$ cat src/rtl/irqarb_pkg.sv
package irqarb_pkg;

  // Resolved pair of bus wires as seen or driven by one agent.
  typedef struct packed {
    logic b1;
    logic b0;
  } wire_pair_t;

  // An agent is beaten on a wired-OR wire when it left the wire low
  // and somebody else pulled it high.
  function automatic logic beaten_on_wire(input logic driven, input logic seen);
    return (!driven) && seen;
  endfunction

  // Which bit of a serial ID is on the wire in a given ID phase.
  // Phase 1 carries the top bit, phase id_width the bottom bit.
  function automatic int id_bit_index(input int id_width, input int phase);
    return id_width - phase;
  endfunction

endpackage

$ cat src/rtl/irqarb_slot_tracker.sv
module irqarb_slot_tracker #(
  parameter int ID_W       = 4,
  parameter int MSG_CYCLES = 6,
  parameter int PH_W       = 4
) (
  input  logic            clk,
  input  logic            rst_n,
  input  logic            bus_b0_i,
  output logic            in_slot_o,
  output logic [PH_W-1:0] phase_o,
  output logic            slot_start_o,
  output logic            arb_phase_o,
  output logic            last_id_o,
  output logic            grant_phase_o
);

  localparam int LAST_PHASE = ID_W + MSG_CYCLES;

  logic            in_slot_q;
  logic [PH_W-1:0] phase_q;

  // A high wire 0 on an idle bus is a start cycle for every observer.
  assign slot_start_o  = !in_slot_q && bus_b0_i;
  assign arb_phase_o   = in_slot_q && (phase_q >= PH_W'(1)) && (phase_q <= PH_W'(ID_W));
  assign last_id_o     = in_slot_q && (phase_q == PH_W'(ID_W));
  assign grant_phase_o = in_slot_q && (phase_q == PH_W'(ID_W + 1));
  assign in_slot_o     = in_slot_q;
  assign phase_o       = phase_q;

  always_ff @(posedge clk or negedge rst_n) begin
    if (!rst_n) begin
      in_slot_q <= 1'b0;
      phase_q   <= '0;
    end else if (slot_start_o) begin
      in_slot_q <= 1'b1;
      phase_q   <= PH_W'(1);
    end else if (in_slot_q) begin
      if (phase_q == PH_W'(LAST_PHASE)) begin
        in_slot_q <= 1'b0;
        phase_q   <= '0;
      end else begin
        phase_q <= phase_q + PH_W'(1);
      end
    end
  end

  // the phase count stays inside the slot length.
  a_r7_phase_in_range: assert property (@(posedge clk) disable iff (!rst_n)
    in_slot_q |-> (phase_q >= PH_W'(1)) && (phase_q <= PH_W'(LAST_PHASE)));

  // nobody on the bus opens a start cycle inside a running slot.
  a_r7_no_start_in_slot: assert property (@(posedge clk) disable iff (!rst_n)
    in_slot_q |-> !bus_b0_i);

endmodule

$ cat src/rtl/irqarb_contender.sv
module irqarb_contender
  import irqarb_pkg::*;
#(
  parameter int ID_W = 4,
  parameter int PH_W = 4
) (
  input  logic            clk,
  input  logic            rst_n,
  input  logic            req_i,
  input  logic            eoi_pri_i,
  input  logic [ID_W-1:0] agent_id_i,
  input  logic            in_slot_i,
  input  logic [PH_W-1:0] phase_i,
  input  logic            arb_phase_i,
  input  logic            last_id_i,
  input  logic            grant_phase_i,
  input  logic            bus_b1_i,
  output wire_pair_t      drive_o,
  output logic            lose_o,
  output logic            grant_o
);

  logic in_arb_q, in_arb_d;
  logic grant_q, grant_d;
  logic start_drive, arb_drive, id_bit, b1_drive, lost_now;

  function automatic logic serial_bit(input logic [ID_W-1:0] id, input logic [PH_W-1:0] ph);
    int idx;
    idx = id_bit_index(ID_W, int'(ph));
    if (idx < 0 || idx >= ID_W) return 1'b0;
    return id[idx];
  endfunction

  assign start_drive = rst_n && req_i && !in_slot_i;
  assign arb_drive   = arb_phase_i && in_arb_q;
  assign id_bit      = serial_bit(agent_id_i, phase_i);

  always_comb begin
    if (start_drive)    b1_drive = eoi_pri_i;
    else if (arb_drive) b1_drive = id_bit;
    else                b1_drive = 1'b0;
  end

  assign lost_now = (start_drive || arb_drive) && beaten_on_wire(b1_drive, bus_b1_i);

  always_comb begin
    in_arb_d = 1'b0;
    grant_d  = 1'b0;
    if (start_drive) begin
      in_arb_d = !lost_now;
    end else if (arb_drive) begin
      in_arb_d = !lost_now && !last_id_i;
      grant_d  = !lost_now && last_id_i;
    end
  end

  always_ff @(posedge clk or negedge rst_n) begin
    if (!rst_n) begin
      in_arb_q <= 1'b0;
      grant_q  <= 1'b0;
    end else begin
      in_arb_q <= in_arb_d;
      grant_q  <= grant_d;
    end
  end

  assign drive_o.b1 = b1_drive;
  assign drive_o.b0 = start_drive;
  assign lose_o     = lost_now;
  assign grant_o    = grant_q;

  // a start is only driven while the tracker reports an idle bus.
  a_r1_start_only_idle: assert property (@(posedge clk) disable iff (!rst_n)
    drive_o.b0 |-> !in_slot_i);

  // wire 0 is left low during the ID cycles.
  a_r2_b0_low_in_id: assert property (@(posedge clk) disable iff (!rst_n)
    arb_phase_i |-> !drive_o.b0);

  // once dropped off, the agent stays silent on the following cycle.
  a_r3_silent_after_loss: assert property (@(posedge clk) disable iff (!rst_n)
    lose_o |=> !drive_o.b1 && !drive_o.b0);

  // grant lands in the cycle after the last ID cycle.
  a_r6_grant_in_grant_phase: assert property (@(posedge clk) disable iff (!rst_n)
    grant_o |-> grant_phase_i);

  // grant is a one-cycle pulse.
  a_r6_grant_single_pulse: assert property (@(posedge clk) disable iff (!rst_n)
    grant_o |=> !grant_o);

  // grant and lose never together.
  a_r6_no_grant_and_lose: assert property (@(posedge clk) disable iff (!rst_n)
    !(grant_o && lose_o));

endmodule

$ cat src/rtl/irq_bus_arbiter.sv
module irq_bus_arbiter
  import irqarb_pkg::*;
#(
  parameter int ID_W       = 4,
  parameter int MSG_CYCLES = 6
) (
  input  logic            clk,
  input  logic            rst_n,
  input  logic            req_i,
  input  logic            eoi_pri_i,
  input  logic [ID_W-1:0] agent_id_i,
  output logic            drv_b1_o,
  output logic            drv_b0_o,
  input  logic            bus_b1_i,
  input  logic            bus_b0_i,
  output logic            grant_o,
  output logic            lose_o
);

  localparam int SLOT_LEN = ID_W + 1 + MSG_CYCLES;
  localparam int PH_W     = $clog2(SLOT_LEN);

  logic            in_slot;
  logic [PH_W-1:0] phase;
  logic            slot_start;
  logic            arb_phase;
  logic            last_id;
  logic            grant_phase;
  wire_pair_t      drive;

  irqarb_slot_tracker #(
    .ID_W(ID_W), .MSG_CYCLES(MSG_CYCLES), .PH_W(PH_W)
  ) u_tracker (
    .clk           (clk),
    .rst_n         (rst_n),
    .bus_b0_i      (bus_b0_i),
    .in_slot_o     (in_slot),
    .phase_o       (phase),
    .slot_start_o  (slot_start),
    .arb_phase_o   (arb_phase),
    .last_id_o     (last_id),
    .grant_phase_o (grant_phase)
  );

  irqarb_contender #(
    .ID_W(ID_W), .PH_W(PH_W)
  ) u_contender (
    .clk           (clk),
    .rst_n         (rst_n),
    .req_i         (req_i),
    .eoi_pri_i     (eoi_pri_i),
    .agent_id_i    (agent_id_i),
    .in_slot_i     (in_slot),
    .phase_i       (phase),
    .arb_phase_i   (arb_phase),
    .last_id_i     (last_id),
    .grant_phase_i (grant_phase),
    .bus_b1_i      (bus_b1_i),
    .drive_o       (drive),
    .lose_o        (lose_o),
    .grant_o       (grant_o)
  );

  assign drv_b1_o = drive.b1;
  assign drv_b0_o = drive.b0;

  // an own start cycle moves the tracker to phase 1.
  a_r1_start_opens_slot: assert property (@(posedge clk) disable iff (!rst_n)
    (drv_b0_o && bus_b0_i) |=> in_slot && (phase == PH_W'(1)));

  // outputs quiet during reset (immediate check).
  always_comb begin
    if (!rst_n) begin
      a_r9_quiet_in_reset: assert (!drv_b0_o && !drv_b1_o && !lose_o);
    end
  end

  logic unused_slot_start;
  assign unused_slot_start = slot_start;

endmodule

$ cat config.mk
export PLATFORM = sky130hd
export DESIGN_NAME = irq_bus_arbiter
export DESIGN_NICKNAME = d
export VERILOG_FILES = /design/src/rtl/irqarb_pkg.sv /design/src/rtl/irqarb_slot_tracker.sv /design/src/rtl/irqarb_contender.sv /design/src/rtl/irq_bus_arbiter.sv
export SDC_FILE = /design/constraint.sdc
export NUM_CORES = 1
export LEC_CHECK = 0
export BUFFER_PORTS_ARGS = -buffer_cell sky130_fd_sc_hd__buf_2
export CAP_MARGIN = 15
export CORE_ASPECT_RATIO = 0.7
export CORE_UTILIZATION = 25
export DETAILED_ROUTE_END_ITERATION = 6
export SLEW_MARGIN = 20
export SYNTH_ARGS = -nofsm -noshare
export SYNTH_HDL_FRONTEND = slang
export SYNTH_SLANG_ARGS = --single-unit
$ cat constraint.sdc
create_clock -name clk -period 2.82 [get_ports clk]
set_input_delay 0.423 -clock clk [delete_from_list [all_inputs] [get_ports clk]]
set_output_delay 0.423 -clock clk [all_outputs]
set_load 0.01 [all_outputs]
==> results.md <==
* Outcome: finished clean
* Synth Area per Inst at 10.1 µm²
* DR vias/cell at 4.48
* Final setup TNS at 0 ns
* DRC viols at 0
* Detailed router's first-iteration violation count at 13
* Layout Skew at 0.00328 ns
* P&R area growth vs syn at 20.9%
* Initial antenna violation count at 0
* Worst path required time at 2.40 ns
* Layout Cells excl Fill at 87
* Placed Cells at 83
* Main combinational cell family by area after synthesis: simple AND/OR/NAND/NOR gates
* Crit-path max cell delay at 0.47 ns
* GRT Util Overall at 0.111
* First-pass GRT wire length at 1700 µm
* Most frequent cells in the layout: buf_2, dfrtp_1, nand2_1, ha_1
* Antenna diodes at 0
* Mux contribution to synthesized area at 0.0647
* Drt wl/cell at 11.6 µm
* Clock buffer count from CTS at 3
* HPWL Detailed at 808 µm
* Final Setup Violations at 0
* Min Tclk post-route at 2.38 ns
* Actual slew at the worst max-slew pin at 0.341 ns
* Final count of pins violating max slew at 0
* Crit path kind: flop to output pin
* Synth Cell Area at 503 µm²
* Fill cells at 197
* Clk_lat worst skew at 0.25 ns
* #FFs+latches synth at 7
* Vias in the first global route at 364
* Ys Warns at 0
* Layout cells sized above 1 at 0.323
* CTS root buf: clkbuf_4
* Worst-path fanout max at 6
* Rel. slew slack at 0.773
* Antenna viol nets, final at 0
* Crit share post-route at 0.843
* H-tree depth at 1
* Pin count of the biggest net entering global routing at 13
* Area of placed instances at 581 µm²
* GR Overflow Total at 0
* Die width at 55.6 µm
* Core ar. at 1870 µm²
* I/O Buffers at 13
* Post-Synthesis Cells at 50
* Max_cap viols at 0
* TritonRoute pass-1 iters at 4
* Max Clock Freq at 0.420 GHz
* Compound-Gate Fraction of Synth Area at 0.124
* Clk sinks at 7
* CP max stage cell: dfrtp_1
* Post-synthesis adder-cell area fraction at 0.124
* Crit path cell chain: inv_1 > ha_1 > mux4_2 > nand4_2 > nand3_2 > nor2b_1 > buf_2
* CP Capture Type: output pin
* Area leader, netlist: dfrtp_1
* Max VDD drop at 0.390 mV
* Leakage at 0.314 nW
* Die area at 2200 µm²
* DR vias at 390
* Post-synth top area share at 0.348
* Hold Violations, Final at 0
* Row count at 13
* Most common cell after layout, fill and taps aside: buf_2
* Final-stage net count at 81
* Final Cell Area at 608 µm²
* Distinct cells, synth at 25
* Simple-Gate Fraction of Synth Area at 0.269
* Die height at 39.5 µm
* Ports at 14
* TritonCTS clock tree: built
* Nature of the critical path startpoint: flop
* Hold Buf Count CTS at 0
* WL final at 1010 µm
* Unrepaired setup endpoints after global routing: no
* Clock slew at reported path FFs at 0.05 ns
* CP arrival at 1.96 ns
* Starting Density at 0.269
* Hold WC Path Type: input port to async pin
* Post_cts resized at 0
* Placer Congestion at 0.736
* Synth top area cells: dfrtp_1, ha_1, mux4_2, nand2_1, a22o_1
* PwrDens at 877 nW/µm²
* Post-Synth XOR/XNOR Area at 0.0174
* Syn nets at 65
* Longest Clk Path Bufs at 2
* Post-CTS Setup Inserts at 0
* Register area share after synthesis at 0.348
## final timing paths
| check | startpoint | to | slack [ns] | cells past startpoint |
|---|---|---|---|---|
| worst max-delay path | u_tracker.phase_o[0]$_DFFE_PN0P_ | lose_o | 0.44 | 7 |
| worst min-delay path | rst_n | u_tracker.phase_o[3]$_DFFE_PN0P_ | 0.01 | 1 |
| worst max register to register | u_tracker.phase_o[0]$_DFFE_PN0P_ | u_contender.in_arb_q$_DFF_PN0_ | 1.06 | 6 |
| worst min register to register | u_contender.in_arb_q$_DFF_PN0_ | u_contender.grant_o$_DFF_PN0_ | 0.50 | 2 |
| max in group asynchronous | rst_n | u_contender.grant_o$_DFF_PN0_ | 2.64 | 1 |
| min in group clk | bus_b0_i | u_tracker.phase_o[1]$_DFFE_PN0P_ | 0.39 | 2 |
## flip-flops by register name (all words and copies together) (netlist names)
register,count
u_tracker.phase_o,4
u_contender.grant_o,1
u_contender.in_arb_q,1
u_tracker.in_slot_o,1
## report_power, final
group | total [mW] | switching, mW | internal [mW]
clock | 0.0869 | 0.0352 | 0.0516
combinational | 0.239 | 0.117 | 0.122
sequential | 0.208 | 0.0712 | 0.136
## cell families (layout without fill, tap and decap cells)
family / Yosys count / after routing
AOI/OAI and AO/OA: 9 / 9
muxes: 2 / 2
and+or+nand+nor: 21 / 21
buffers and inverters: 5 / 20
adders and majority gates: 5 / 5
DFF: 7 / 7
xor gates and xnor gates: 1 / 1
## Yosys cell counts
cell type  count
a22oi_1        1
nor2b_1        2
nand2_1        5
dfrtp_1        7
inv_1          3
nand3b_1       1
nor2_1         2
and3b_1        2
mux2i_1        1
nand3_2        1
xnor2_1        1
o32ai_1        1
o221ai_1       1
mux4_2         1
nand4b_1       1
buf_4          2
a21oi_1        1
nand2b_1       1
ha_1           5
nand4_2        1
o21ai_0        3
and3_1         1
nand3_1        3
a22o_1         2
nor3b_2        1
## cell type report
cell class                      count  area (µm²)  area share
Tap cell                           22        27.5      0.0453
Inverter                            3        11.3      0.0185
Clock buffer                        3        22.5      0.0370
Timing Repair Buffer               13        65.1       0.107
Sequential cell                     7         175       0.288
Multi-Input combinational cell     38         302       0.496
Clock inverter                      1        5.00     0.00823
## worst max-delay path, delay by kind of cell (launching register included)
family / cells / cell delay, ns
DFF: 1 / 0.47
adders and majority gates: 1 / 0.35
muxes: 1 / 0.30
and+or+nand+nor: 3 / 0.30
buffers and inverters: 2 / 0.28
## routing by layer
layer	track usage	vias up	wire (µm)
li1	-	210	-
met1	0.155	166	563
met2	0.133	12	371
met3	0.0528	2	70
met4	0.0563	0	7
met5	0	-	0
## stage by stage
| stage | hold slack (ns) | total power, mW | utilization | worst slack, ns |
|---|---|---|---|---|
| after global placement | 0.274 | 0.440 | 0.310 | 0.758 |
| final | 0.0122 | 0.533 | 0.325 | 0.442 |
| after floorplan | 0.127 | 0.399 | - | 0.903 |
| after global routing | 0.00760 | 0.596 | 0.325 | 0.265 |
| after CTS | 0.00240 | 0.538 | 0.325 | 0.426 |
| after detailed placement | 0.276 | 0.447 | 0.310 | 0.703 |
Note: power is estimated with default switching activity, not from simulation.
